===== src/rtl/fhc_pkg.sv =====
package fhc_pkg;
    typedef enum logic [1:0] {
        S_IDLE,
        S_SETUP,
        S_ACTIVE,
        S_PRE
    } fhc_state_e;
endpackage


===== src/rtl/fhc_seq.sv =====
// Access sequencer: owns the state, the interval counter and every strobe.
module fhc_seq
    import fhc_pkg::*;
#(
    parameter int ACT_CYC = 15,
    parameter int WP_CYC  = 4,
    parameter int PRE_CYC = 15,
    parameter int CYC_CYC = 30
) (
    input  logic clk,
    input  logic rst_n,
    input  logic req_valid,
    input  logic req_write,
    output logic ready,
    output logic accept,
    output logic cap_en,
    output logic ce_n,
    output logic we_n,
    output logic oe_n,
    output logic dq_drive
);
    // idle + setup cycles add 2 to the high time; active lasts ACT_CYC+1
    localparam int PRE_FLOOR = CYC_CYC - ACT_CYC - 3;
    localparam int PRE_LEN   = (PRE_CYC > PRE_FLOOR) ? PRE_CYC : PRE_FLOOR;
    localparam int CNT_MAX   = (ACT_CYC > PRE_LEN) ? ACT_CYC : PRE_LEN;
    localparam int CW        = $clog2(CNT_MAX + 1);
    localparam logic [CW-1:0] ACT_LAST = CW'(ACT_CYC);
    localparam logic [CW-1:0] WE_FIRST = CW'(ACT_CYC - WP_CYC);
    localparam logic [CW-1:0] PRE_LAST = CW'(PRE_LEN - 1);

    typedef struct packed {
        fhc_state_e    st;
        logic [CW-1:0] cnt;
        logic          wr;
        logic          ce_n;
        logic          we_n;
        logic          oe_n;
        logic          drv;
    } seq_t;

    localparam seq_t SEQ_RST = '{st: S_IDLE, cnt: '0, wr: 1'b0, ce_n: 1'b1,
                                 we_n: 1'b1, oe_n: 1'b1, drv: 1'b0};

    seq_t s_d, s_q;
    logic [CW-1:0] nxt_cnt;

    assign ready   = (s_q.st == S_IDLE);
    assign accept  = ready && req_valid;
    assign cap_en  = (s_q.st == S_ACTIVE) && (s_q.cnt == ACT_LAST) && !s_q.wr;
    assign nxt_cnt = s_q.cnt + 1'b1;

    always_comb begin
        s_d = s_q;
        unique case (s_q.st)
            S_IDLE: begin
                if (req_valid) begin
                    s_d.st  = S_SETUP;
                    s_d.wr  = req_write;
                    s_d.drv = req_write;
                end
            end
            S_SETUP: begin
                s_d.st   = S_ACTIVE;
                s_d.cnt  = '0;
                s_d.ce_n = 1'b0;
                s_d.oe_n = s_q.wr;
            end
            S_ACTIVE: begin
                s_d.cnt  = nxt_cnt;
                s_d.we_n = !(s_q.wr && (nxt_cnt >= WE_FIRST) && (nxt_cnt < ACT_LAST));
                if (s_q.cnt == ACT_LAST) begin
                    s_d.st   = S_PRE;
                    s_d.cnt  = '0;
                    s_d.ce_n = 1'b1;
                    s_d.we_n = 1'b1;
                    s_d.oe_n = 1'b1;
                    s_d.drv  = 1'b0;
                end
            end
            S_PRE: begin
                s_d.cnt = nxt_cnt;
                if (s_q.cnt == PRE_LAST) begin
                    s_d.st  = S_IDLE;
                    s_d.cnt = '0;
                end
            end
            default: s_d = SEQ_RST;
        endcase
    end

    always_ff @(posedge clk) begin
        if (!rst_n) s_q <= SEQ_RST;
        else        s_q <= s_d;
    end

    assign ce_n     = s_q.ce_n;
    assign we_n     = s_q.we_n;
    assign oe_n     = s_q.oe_n;
    assign dq_drive = s_q.drv;
endmodule


===== src/rtl/fhc_datapath.sv =====
// Request registers, byte-enable pins and lane-masked read capture.
module fhc_datapath #(
    parameter int ADDR_W = 18,
    parameter int DATA_W = 16
) (
    input  logic                clk,
    input  logic                rst_n,
    input  logic                accept,
    input  logic                cap_en,
    input  logic [ADDR_W-1:0]   req_addr,
    input  logic [DATA_W-1:0]   req_wdata,
    input  logic [DATA_W/8-1:0] req_bmask,
    input  logic [DATA_W-1:0]   mem_dq_in,
    output logic [ADDR_W-1:0]   mem_addr,
    output logic [DATA_W-1:0]   mem_dq_out,
    output logic [DATA_W/8-1:0] mem_ben_n,
    output logic                rd_valid,
    output logic [DATA_W-1:0]   rd_data
);
    localparam int NB = DATA_W / 8;

    typedef struct packed {
        logic [ADDR_W-1:0] addr;
        logic [DATA_W-1:0] wdata;
        logic [NB-1:0]     ben_n;
        logic [NB-1:0]     sel;
        logic              rdv;
        logic [DATA_W-1:0] rdata;
    } dp_t;

    dp_t d_d, d_q;
    logic [DATA_W-1:0] lane_mask;

    for (genvar i = 0; i < NB; i++) begin : g_lane
        assign lane_mask[8*i +: 8] = {8{d_q.sel[i]}};
    end

    always_comb begin
        d_d     = d_q;
        d_d.rdv = cap_en;
        if (accept) begin
            d_d.addr  = req_addr;
            d_d.wdata = req_wdata;
            d_d.ben_n = ~req_bmask;
            d_d.sel   = req_bmask;
        end
        if (cap_en) d_d.rdata = mem_dq_in & lane_mask;
    end

    always_ff @(posedge clk) begin
        if (!rst_n) begin
            d_q       <= '0;
            d_q.ben_n <= '1;
        end else begin
            d_q <= d_d;
        end
    end

    assign mem_addr   = d_q.addr;
    assign mem_dq_out = d_q.wdata;
    assign mem_ben_n  = d_q.ben_n;
    assign rd_valid   = d_q.rdv;
    assign rd_data    = d_q.rdata;
endmodule


===== src/rtl/fram_host_ctrl.sv =====
module fram_host_ctrl #(
    parameter int ADDR_W  = 18,
    parameter int DATA_W  = 16,
    parameter int ACT_CYC = 15,
    parameter int WP_CYC  = 4,
    parameter int PRE_CYC = 15,
    parameter int CYC_CYC = 30
) (
    input  logic                clk,
    input  logic                rst_n,
    input  logic                req_valid,
    output logic                req_ready,
    input  logic                req_write,
    input  logic [ADDR_W-1:0]   req_addr,
    input  logic [DATA_W-1:0]   req_wdata,
    input  logic [DATA_W/8-1:0] req_bmask,
    output logic                rd_valid,
    output logic [DATA_W-1:0]   rd_data,
    output logic [ADDR_W-1:0]   mem_addr,
    output logic                mem_ce_n,
    output logic                mem_we_n,
    output logic                mem_oe_n,
    output logic [DATA_W/8-1:0] mem_ben_n,
    output logic [DATA_W-1:0]   mem_dq_out,
    output logic                mem_dq_drive,
    input  logic [DATA_W-1:0]   mem_dq_in
);
    logic accept;
    logic cap_en;

    fhc_seq #(
        .ACT_CYC(ACT_CYC), .WP_CYC(WP_CYC), .PRE_CYC(PRE_CYC), .CYC_CYC(CYC_CYC)
    ) u_seq (
        .clk      (clk),
        .rst_n    (rst_n),
        .req_valid(req_valid),
        .req_write(req_write),
        .ready    (req_ready),
        .accept   (accept),
        .cap_en   (cap_en),
        .ce_n     (mem_ce_n),
        .we_n     (mem_we_n),
        .oe_n     (mem_oe_n),
        .dq_drive (mem_dq_drive)
    );

    fhc_datapath #(.ADDR_W(ADDR_W), .DATA_W(DATA_W)) u_dp (
        .clk       (clk),
        .rst_n     (rst_n),
        .accept    (accept),
        .cap_en    (cap_en),
        .req_addr  (req_addr),
        .req_wdata (req_wdata),
        .req_bmask (req_bmask),
        .mem_dq_in (mem_dq_in),
        .mem_addr  (mem_addr),
        .mem_dq_out(mem_dq_out),
        .mem_ben_n (mem_ben_n),
        .rd_valid  (rd_valid),
        .rd_data   (rd_data)
    );
endmodule


===== config.mk =====
export PLATFORM = sky130hd
export DESIGN_NAME = fram_host_ctrl
export DESIGN_NICKNAME = d
export VERILOG_FILES = /design/src/rtl/fhc_pkg.sv /design/src/rtl/fhc_seq.sv /design/src/rtl/fhc_datapath.sv /design/src/rtl/fram_host_ctrl.sv
export SDC_FILE = /design/constraint.sdc
export NUM_CORES = 1
export LEC_CHECK = 0
export BUFFER_PORTS_ARGS = -buffer_cell sky130_fd_sc_hd__buf_2
export CAP_MARGIN = 20
export CORE_ASPECT_RATIO = 0.5
export CORE_UTILIZATION = 35
export CTS_BUF_LIST = sky130_fd_sc_hd__clkbuf_16
export CTS_CLUSTER_DIAMETER = 150
export CTS_CLUSTER_SIZE = 20
export DETAILED_ROUTE_END_ITERATION = 10
export PLACE_DENSITY = 0.72
export REMOVE_ABC_BUFFERS = 1
export SLEW_MARGIN = 20
export SYNTH_ARGS = -nofsm -noshare
export SYNTH_HDL_FRONTEND = slang
export SYNTH_SLANG_ARGS = --single-unit

===== constraint.sdc =====
create_clock -name clk -period 2.8 [get_ports clk]
set_input_delay 0 -clock clk [delete_from_list [all_inputs] [get_ports clk]]
set_output_delay 0 -clock clk [all_outputs]
set_load 0.01 [all_outputs]

After elaboration in Yosys (flattened, before gate mapping)
Cells that the tools add are included.
Widths: inputs -> output; s select.
{ "totals": {"output_inout_bits": 58, "input_bits": 56, "wordCells": 51, "register_bits": 66} }
{ "op_classes": {"mux": 10, "n_eq_ne": 8, "order_cmp": 2, "n_reduce_logical": 15, "n_addsub": 1, "n_bitwise": 2} }
{ "op_table": {"columns": ["operator", "count"], "rows": [
  ["$and 16x16->16", 1],
  ["$mux 6", 2],
  ["$pmux 4 s3", 1],
  ["$eq 4x4->1 const B", 2],
  ["$pmux 2 s4", 1],
  ["$pmux 1 s2", 3],
  ["$reduce_and 3->1", 2],
  ["$logic_and 1x1->1", 5],
  ["$add 4x1->4 const B", 1],
  ["$eq 2x2->1 const B", 2],
  ["$ge 4x4->1 const B", 1],
  ["$lt 4x4->1 const B", 1],
  ["$mux 4", 1],
  ["$ne 2x2->1 const B", 2],
  ["$reduce_and 2->1", 2],
  ["$reduce_bool 2->1", 2],
  ["$reduce_bool 3->1", 1],
  ["$eq 2x1->1 const B", 1],
  ["$logic_not 1->1", 2],
  ["$logic_not 2->1", 1],
  ["$mux 2", 1],
  ["$ne 2x1->1 const B", 1],
  ["$not 2->2", 1],
  ["$mux 1", 1]
]} }

Longest topological paths before layout
Gate-level depths: netlist of the first run.
{ "logic_depth": {"ltp_word": 7, "ltp_mapped": 7} }

Modules after synthesis
A second synthesis of the first run with hierarchy kept.
{ "unflattened": {"hier_cells": 321, "area_unflattened_um2": 3074.2} }
{ "by_module_without_submodules": {"columns": ["mod", "n_inst", "cells_each", "seq_area_each_um2", "area_per_inst_um2"], "rows": [
  ["fhc_datapath", 1, 252, 1101.1, 2504.9],
  ["fhc_seq", 1, 69, 220.2, 569.3]
]} }

Worst setup path after synthesis of the first run
OpenSTA, ideal clock, no wires.
{ "synth_path": {"kind": "flip-flop to flip-flop", "startpoint": "register u_seq.s_q[5] (netlist bit)", "endpoint": "register u_dp.d_q, in the netlist u_dp.rd_data[10]", "synth_period_minus_slack_ns": 1.617, "setup_time_ns": 0.116, "stages_incl_launch_ff": 8, "n_path_buf": 2, "t_arrival_ns": 1.501, "setup_slack_ns": 1.183, "cell_sequence": "dfxtp_1 ha_1 nand4_2 or3_1 buf_2 buf_6 nand2_1 a21boi_1"} }
{ "synth_between": {"elab_chain_cells": 3} }
{ "synth_rtl": {"columns": ["item", "line_no", "source"], "rows": [
  ["start, declared", "fhc_seq.sv:44", "seq_t s_d, s_q;"],
  ["start signal, assigned", "fhc_seq.sv:92", "if (!rst_n) s_q <= SEQ_RST;"],
  ["start signal, assigned", "fhc_seq.sv:93", "else s_q <= s_d;"],
  ["$eq 4x4->1", "fhc_seq.sv:49", "assign cap_en = (s_q.st == S_ACTIVE) && (s_q.cnt == ACT_LAST) && !s_q.wr;"],
  ["$logic_and 1x1->1 (2 in a row)", "fhc_seq.sv:49", null],
  ["end, declared", "fhc_datapath.sv:31", "dp_t d_d, d_q;"]
]} }
Every way passes these cells.
A chain may end at the register's enable or synchronous reset.

Worst setup path after layout of the first run
{ "layout_path": {"startpoint": "register u_seq.s_q[5] (netlist bit)", "endpoint": "register u_dp.d_q, in the netlist u_dp.rd_data[2]"} }
The elaborated chain is that of the path after synthesis.

==> results.sh, run 1 <==
export IMPL_outcome="finished, final reports clean"
export IMPL_gp_congestion=0.782
export IMPL_startpoint_type="flip-flop"
export IMPL_fillers=749
export IMPL_num_antenna_cells=0
export IMPL_drt_iter0_drc=141
export IMPL_timing_final_crit_share_pct=66.8
export IMPL_ctsLongestPathBuffers=2
export IMPL_tightest_slew_ps=970
export IMPL_fmax_ghz=0.535
export IMPL_period_minus_slack_ps=1870
export IMPL_worst_ep_required_time_ps=3000
export IMPL_final_nets=526
export IMPL_critPathMaxFanout=16
export IMPL_antenna_found_initial=0
export IMPL_irDropWorstVdd_uv=295
export IMPL_pwr_share_clk_pct=43.1
export IMPL_ys_warn_count=0
export IMPL_maxSlewHeadroom_pct=35.3
export IMPL_p_int_w=0.00183
export IMPL_ctsResizeCount=0
export IMPL_path_class="flip-flop to flip-flop"
export IMPL_min_from="req_bmask[0]"
export IMPL_place_hpwl_um=4390
export IMPL_reg2reg_slack_ps=930
export IMPL_synth_commonest_cells="nand2_1 (100), dfxtp_1 (66), buf_4 (57)"
export IMPL_p_seq_share_pct=43.1
export IMPL_finalSetupViolations=0
export IMPL_synth_cell_types=33
export IMPL_multi_input_area_mm2=0.00121
export IMPL_p_switching_w=0.000580
export IMPL_synth_cell_area_mm2=0.00306
export IMPL_numCtsBuffers=9
export IMPL_slew_viol_final=0
export IMPL_port_buffers=113
export IMPL_areaGrowthSynthToFinish_pct=32.4
export IMPL_maxCapViolCount=0
export IMPL_synthDominantCellAreaShare_pct=43.2
export IMPL_cellLeakagePower_nw=1.79
export IMPL_setup_tns_ps=0
export IMPL_vias=2655
export IMPL_worst_setup_path_end_kind="flip-flop"
export IMPL_grt_pass1_vias=2401
export IMPL_fp_coreArea_mm2=0.00823
export IMPL_die_area_mm2=0.00915
export IMPL_die_h_um=68.1
export IMPL_ys_ff_latch=66
export IMPL_r2r_cells=5
export IMPL_power_density_mw_per_mm2=594
export IMPL_yosys_area_top_type="dfxtp_1"
export IMPL_r2r_start="u_seq.s_q[5]"
export IMPL_htree_levels=3
export IMPL_cp_arrival_ps=2070
export IMPL_cts_tree="built"
export IMPL_min_delay_path_class="input port to flip-flop"
export IMPL_die_w_um=134
export IMPL_synth_async_sr_flop_share_pct=0
export IMPL_final_critical_path_setup_slack_ps=929
export IMPL_initial_core_util_pct=37.2
export IMPL_ys_top_cells_by_area="dfxtp_1 (43%), buf_4 (14%), nand2_1 (12%), a21boi_0 (7.1%), a21boi_1 (5.6%)"
export IMPL_drc=0
export IMPL_dp_slack_ps=956
export IMPL_synth_edf_count=0
export IMPL_regArea_mm2=0.00132
export IMPL_cts_sinks=66
export IMPL_r2r_end="u_dp.rd_data[2]"
export IMPL_swShare_pct=24.0
export IMPL_hold_viol=0
export IMPL_clk_pin_slew_ps=50
export IMPL_skew_ps=5.32
export IMPL_synth_avg_cell_area_um2=8.37
export IMPL_worstHoldEndpoint="u_dp.mem_ben_n[0]"
export IMPL_combinationalPowerShare_pct=13.8
export IMPL_syn_inst=366
export IMPL_clk_latency_ps=310
export IMPL_io_pins=114
export IMPL_dr_pass1_iters=4
export IMPL_grt_pass1_wl_um=11200
export IMPL_wire_per_inst_um=12.3
export IMPL_cts_root_buf="clkbuf_16"
export IMPL_ys_seq_area_share_pct=43.2
export IMPL_layout_drive_gt1_share_pct=27.6
export IMPL_vias_per_cell=4.55
export IMPL_gr_total_overflow=0
export IMPL_synth_most_common_cell="nand2_1"
export IMPL_grt_max_degree=68
export IMPL_hold_depth=3
export IMPL_rows=23
export IMPL_ys_flop_type="dfxtp_1"
export IMPL_wirelength_um=7160
export IMPL_rsz0062_at_grt="no"
export IMPL_ant_nets=0
export IMPL_grtUsageTotal_pct=15.5
-- through the flow --
stage	power (W)	hold slack (ps)	area, um2	utilization (%)	std cells
final	0.00241	32.1	4060	49.3	583
after global routing	0.00252	45.7	4060	49.3	583
after CTS	0.00243	25.6	4060	49.3	583
after detailed placement	0.00133	246	3270	39.7	517
after global placement	0.00133	243	3270	39.7	517
after floorplan	0.00120	61.9	2550	-	290
-- power by group through the flow --
stage	Combinational, W	Sequential (W)	Clock [W]
floorplan	0.000120	0.00108	0
global placement	0.000274	0.00106	0
detailed placement	0.000275	0.00106	0
CTS	0.000331	0.00104	0.00106
global route	0.000369	0.00105	0.00111
finish	0.000332	0.00104	0.00104
-- what timing repair did --
item	4_1_cts	5_1_grt
setup buffers	0	0
hold endpoints to repair	52	0
hold buffers	51	0
-- worst max path at each step --
stage / start / end / slack (ps) / cells past startpoint
global placement: u_seq.s_q[5] / u_dp.rd_data[4] / 980 / 5
finish: u_seq.s_q[5] / u_dp.rd_data[2] / 930 / 5
detailed placement: u_seq.s_q[5] / u_dp.rd_data[2] / 960 / 5
global route: u_seq.s_q[9] / u_dp.mem_addr[2] / 780 / 5
floorplan: u_seq.s_q[9] / u_dp.d_q[17] / 990 / 4
CTS: u_seq.s_q[5] / u_dp.rd_data[2] / 940 / 5
-- worst max-delay path: stages (launching register included) --
cell	delay [ps]
dfxtp_1	400
ha_1	310
nand4_2	190
or3_1	610
nand2_1	150
a21boi_0	90
-- cells by family after synthesis --
logic type / after synthesis / share of synthesized area (%)
xor gates and xnor gates: 3 / 0.858
adders and majority gates: 3 / 1.23
AOI/OAI and AO/OA: 69 / 16.3
muxes: 2 / 0.654
buffers and inverters: 79 / 17.2
DFF: 66 / 43.2
and+or+nand+nor: 144 / 20.7
-- registers in the layout (all words and copies together) (netlist names) --
signal	flops
u_dp.d_q	2
u_dp.mem_addr	18
u_dp.mem_ben_n	2
u_dp.mem_dq_out	16
u_dp.rd_data	16
u_dp.rd_valid	1
u_seq.ce_n	1
u_seq.dq_drive	1
u_seq.oe_n	1
u_seq.s_q	7
u_seq.we_n	1
-- routing by layer --
| metal | share of wire, % | wire (um) | track usage (%) |
|---|---|---|---|
| met1 | 41 | 2940 | 17.1 |
| met2 | 53 | 3790 | 28.6 |
| met3 | 2.3 | 168 | 3.11 |
| met4 | 3.6 | 259 | 9.55 |
| met5 | 0 | 0 | 0 |
-- cell type report --
type,count,area share [%]
Tap cell,112,3.46
Clock inverter,6,1.27
Multi-Input combinational cell,221,30.0
Timing Repair Buffer,166,26.9
Sequential cell,66,32.6
Inverter,3,0.278
Clock buffer,9,5.55
-- cells in the final DEF, fill, tap and decap left out, drive strengths merged, types with 7 or more instances in the layout --
cell and n:
buf 115, nand2 100, dfxtp 66, a21boi 52
dlygate4sd3 51, nand3 18, o21ai 9, clkbuf 9
nor2 8, and2 7
Power figures use the tool's default switching activity.
==> inputs of run 2 (changes only) <==
--- a/config.mk
+++ b/config.mk
@@ -5,6 +5,7 @@
 export SDC_FILE = /design/constraint.sdc
 export NUM_CORES = 1
 export LEC_CHECK = 0
+export ABC_AREA = 1
 export BUFFER_PORTS_ARGS = -buffer_cell sky130_fd_sc_hd__buf_2
 export CAP_MARGIN = 20
 export CORE_ASPECT_RATIO = 0.5
@@ -13,7 +14,7 @@
 export CTS_CLUSTER_DIAMETER = 150
 export CTS_CLUSTER_SIZE = 20
 export DETAILED_ROUTE_END_ITERATION = 10
-export PLACE_DENSITY = 0.72
+export PLACE_DENSITY = 0.75
 export REMOVE_ABC_BUFFERS = 1
 export SLEW_MARGIN = 20
 export SYNTH_ARGS = -nofsm -noshare
==> constraint.sdc (replaced) <==
create_clock -name clk -period 1.55 [get_ports clk]
set_input_delay 0 -clock clk [delete_from_list [all_inputs] [get_ports clk]]
set_output_delay 0 -clock clk [all_outputs]
set_load 0.01 [all_outputs]
==> run 2 against run 1 <==
  * Sequential share of layout area rose by 0.21 points
  * Die area fell by 4.4%
  * Critical path type unchanged
  * Wire length rose by 18%
  * Setup slack got worse by 800 ps
  * Core utilization rose by 0.82 points
  * Synthesized cell count rose by 2.5%
  * First-iteration DRC count rose by 91%
  * Via count rose by 8.8%
  * Clock power rose by 82%
  * Hold slack improved by 30 ps
==> results.sh, run 2 <==
export IMPL_outcome="finished, final reports clean"
export IMPL_final_common_cell="buf_2"
export IMPL_p_seq_share_pct=40.3
export IMPL_power_density_mw_per_mm2=1300
export IMPL_ys_seq_area_share_pct=45.2
export IMPL_die_area_mm2=0.00875
export IMPL_rows=23
export IMPL_cts_sinks=66
export IMPL_r2r_cells=5
export IMPL_areaGrowthSynthToFinish_pct=38.0
export IMPL_synth_edf_count=0
export IMPL_port_buffers=113
export IMPL_drc=0
export IMPL_grt_pass1_wl_um=12800
export IMPL_vias_per_cell=4.77
export IMPL_cts_tree="built"
export IMPL_die_h_um=66.6
export IMPL_initial_core_util_pct=36.3
export IMPL_drt_iter0_drc=270
export IMPL_worstHoldEndpoint="u_seq.s_q[9]"
export IMPL_fp_coreArea_mm2=0.00806
export IMPL_skew_ps=6.46
export IMPL_startpoint_type="flip-flop"
export IMPL_cts_root_buf="clkbuf_16"
export IMPL_clk_pin_slew_ps=50
export IMPL_place_hpwl_um=4610
export IMPL_synth_most_common_cell="nor2_1"
export IMPL_layout_drive_gt1_share_pct=30.0
export IMPL_synth_commonest_cells="nor2_1 (84), dfxtp_1 (66), buf_4 (58)"
export IMPL_final_cell_mix="buf_2 (113), nor2_1 (84), dfxtp_1 (64)"
export IMPL_die_w_um=131
export IMPL_maxCapViolCount=0
export IMPL_slew_viol_final=0
export IMPL_utilization_pct=50.1
export IMPL_grtUsageTotal_pct=19.1
export IMPL_wire_per_inst_um=13.9
export IMPL_cp_arrival_ps=1620
export IMPL_ys_flop_type="dfxtp_1"
export IMPL_antenna_found_initial=0
export IMPL_p_int_w=0.00367
export IMPL_num_antenna_cells=0
export IMPL_largest_reg_flops=18
export IMPL_ys_ff_latch=66
export IMPL_ys_top_cells_by_area="dfxtp_1 (45%), buf_4 (15%), nor2_1 (11%), o21ai_0 (6.8%), nand3_1 (6.3%)"
export IMPL_pwr_share_clk_pct=36.2
export IMPL_cellLeakagePower_nw=1.96
export IMPL_worst_ep_required_time_ps=1750
export IMPL_clk_latency_ps=330
export IMPL_critPathMaxFanout=29
export IMPL_htree_levels=3
export IMPL_r2r_start="u_seq.s_q[10]"
export IMPL_ant_nets=0
export IMPL_worst_setup_path_end_kind="flip-flop"
export IMPL_reg2reg_slack_ps=130
export IMPL_gr_total_overflow=0
export IMPL_vias=2888
export IMPL_p_switching_w=0.00157
export IMPL_wirelength_um=8410
export IMPL_grt_pass1_vias=2661
export IMPL_min_delay_path_class="input port to flip-flop"
export IMPL_synthDominantCellAreaShare_pct=45.2
export IMPL_hold_viol=0
export IMPL_period_minus_slack_ps=1420
export IMPL_swShare_pct=30.0
export IMPL_combinationalPowerShare_pct=23.5
export IMPL_dr_pass1_iters=5
export IMPL_path_class="flip-flop to flip-flop"
export IMPL_grt_max_degree=54
export IMPL_synth_avg_cell_area_um2=7.80
export IMPL_fmax_ghz=0.704
export IMPL_final_nets=549
export IMPL_whs_ps=62.3
export IMPL_tightest_slew_ps=480
export IMPL_io_pins=114
export IMPL_synth_async_sr_flop_share_pct=0
export IMPL_min_from="req_valid"
export IMPL_yosys_area_top_type="dfxtp_1"
export IMPL_syn_inst=375
export IMPL_gp_congestion=0.851
export IMPL_finalSetupViolations=0
export IMPL_r2r_end="u_dp.mem_dq_out[15]"
export IMPL_ys_warn_count=0
export IMPL_synth_cell_area_mm2=0.00292
export IMPL_numCtsBuffers=9
export IMPL_ctsLongestPathBuffers=2
export IMPL_hold_depth=5
export IMPL_irDropWorstVdd_uv=663
export IMPL_timing_final_crit_share_pct=91.6
export IMPL_maxSlewHeadroom_pct=67.8
export IMPL_synth_cell_types=26
## run 2: cell count changes after synthesis, moves of 3 or more
cell      previous run  this run
a21boi_0            29         0
a21boi_1            23         0
a21oi_1              0         4
and2_1               7         0
and3_1               3         0
clkbuf_1            12         5
inv_1                3        11
nand2_1            100        40
nand3_1             18        37
nand4_1              0         3
nor2_1               7        84
o21ai_0              9        40
## run 2: layer usage
| layer | up-vias | track usage (%) | part of all wire (%) |
|---|---|---|---|
| met5 | - | 0 | 0 |
| met1 | 1345 | 18.8 | 37 |
| met3 | 39 | 5.63 | 5.0 |
| met2 | 123 | 35.8 | 54 |
| li1 | 1381 | - | - |
| met4 | 0 | 13.2 | 4.4 |
## run 2: power by group through the flow
stage,logic (W),clock network (W),registers [W]
4_1_cts,0.00120,0.00192,0.00210
3_3_place_gp,0.00107,0,0.00212
3_5_place_dp,0.00109,0,0.00213
6_report,0.00123,0.00189,0.00211
2_1_floorplan,0.000489,0,0.00221
5_1_grt,0.00137,0.00202,0.00213
## run 2: how the worst max path moves through the flow
stage / from / end / slack, ps / cells past startpoint
3_3_place_gp: u_seq.s_q[6] / u_dp.rd_data[0] / 160 / 7
5_1_grt: u_seq.s_q[10] / u_dp.d_q[17] / -20 / 5
6_report: u_seq.s_q[10] / u_dp.mem_dq_out[15] / 130 / 5
4_1_cts: u_seq.s_q[6] / u_dp.rd_data[8] / 100 / 7
2_1_floorplan: u_seq.s_q[9] / u_seq.dq_drive / -80 / 6
3_5_place_dp: u_seq.s_q[6] / u_dp.rd_data[6] / 130 / 7
## run 2: per-stage QoR
stage	setup TNS [ps]	power, W	worst slack [ps]	area (um2)	cells
final	0	0.00524	130	4040	606
after global routing	-15.8	0.00552	-15.8	4040	606
after CTS	0	0.00521	102	4020	605
after detailed placement	0	0.00322	129	3210	537
after global placement	0	0.00319	157	3210	537
after floorplan	-106	0.00270	-79.2	2420	304
## run 2: cells by family (layout without fill, tap and decap cells)
family / count (synthesis) / count (layout) / synth area share [%]
compound gates: 48 / 48 / 8.52
flops: 66 / 66 / 45.2
simple gates: 173 / 174 / 26.1
fa+ha+maj: 3 / 3 / 1.28
buf+inv: 85 / 203 / 19.0
## run 2: area by class of cell
| type | count | area (um2) |
|---|---|---|
| fillers | 711 | 4020 |
| flip-flops and latches | 66 | 1320 |
| repair buffers | 174 | 1180 |
| multi-input cells | 225 | 1060 |
| clock buffers | 9 | 225 |
| well taps | 112 | 140 |
| inverters | 14 | 52.6 |
| clock inverters | 6 | 51.3 |
## run 2: worst max-delay path: stages (launching register included)
cell and delay [ps]:
dfxtp_1 390, nor2_4 210, nand2_2 100, buf_4 230
o21ai_0 260, nor2_1 100
## run 2: what timing repair did
action                                  in CTS  in global routing
resized for setup                            0                  3
endpoints found under the setup margin       0                 13
hold buffers                                53                  0
endpoints found under the hold margin       53                  0
setup buffers                                0                  0
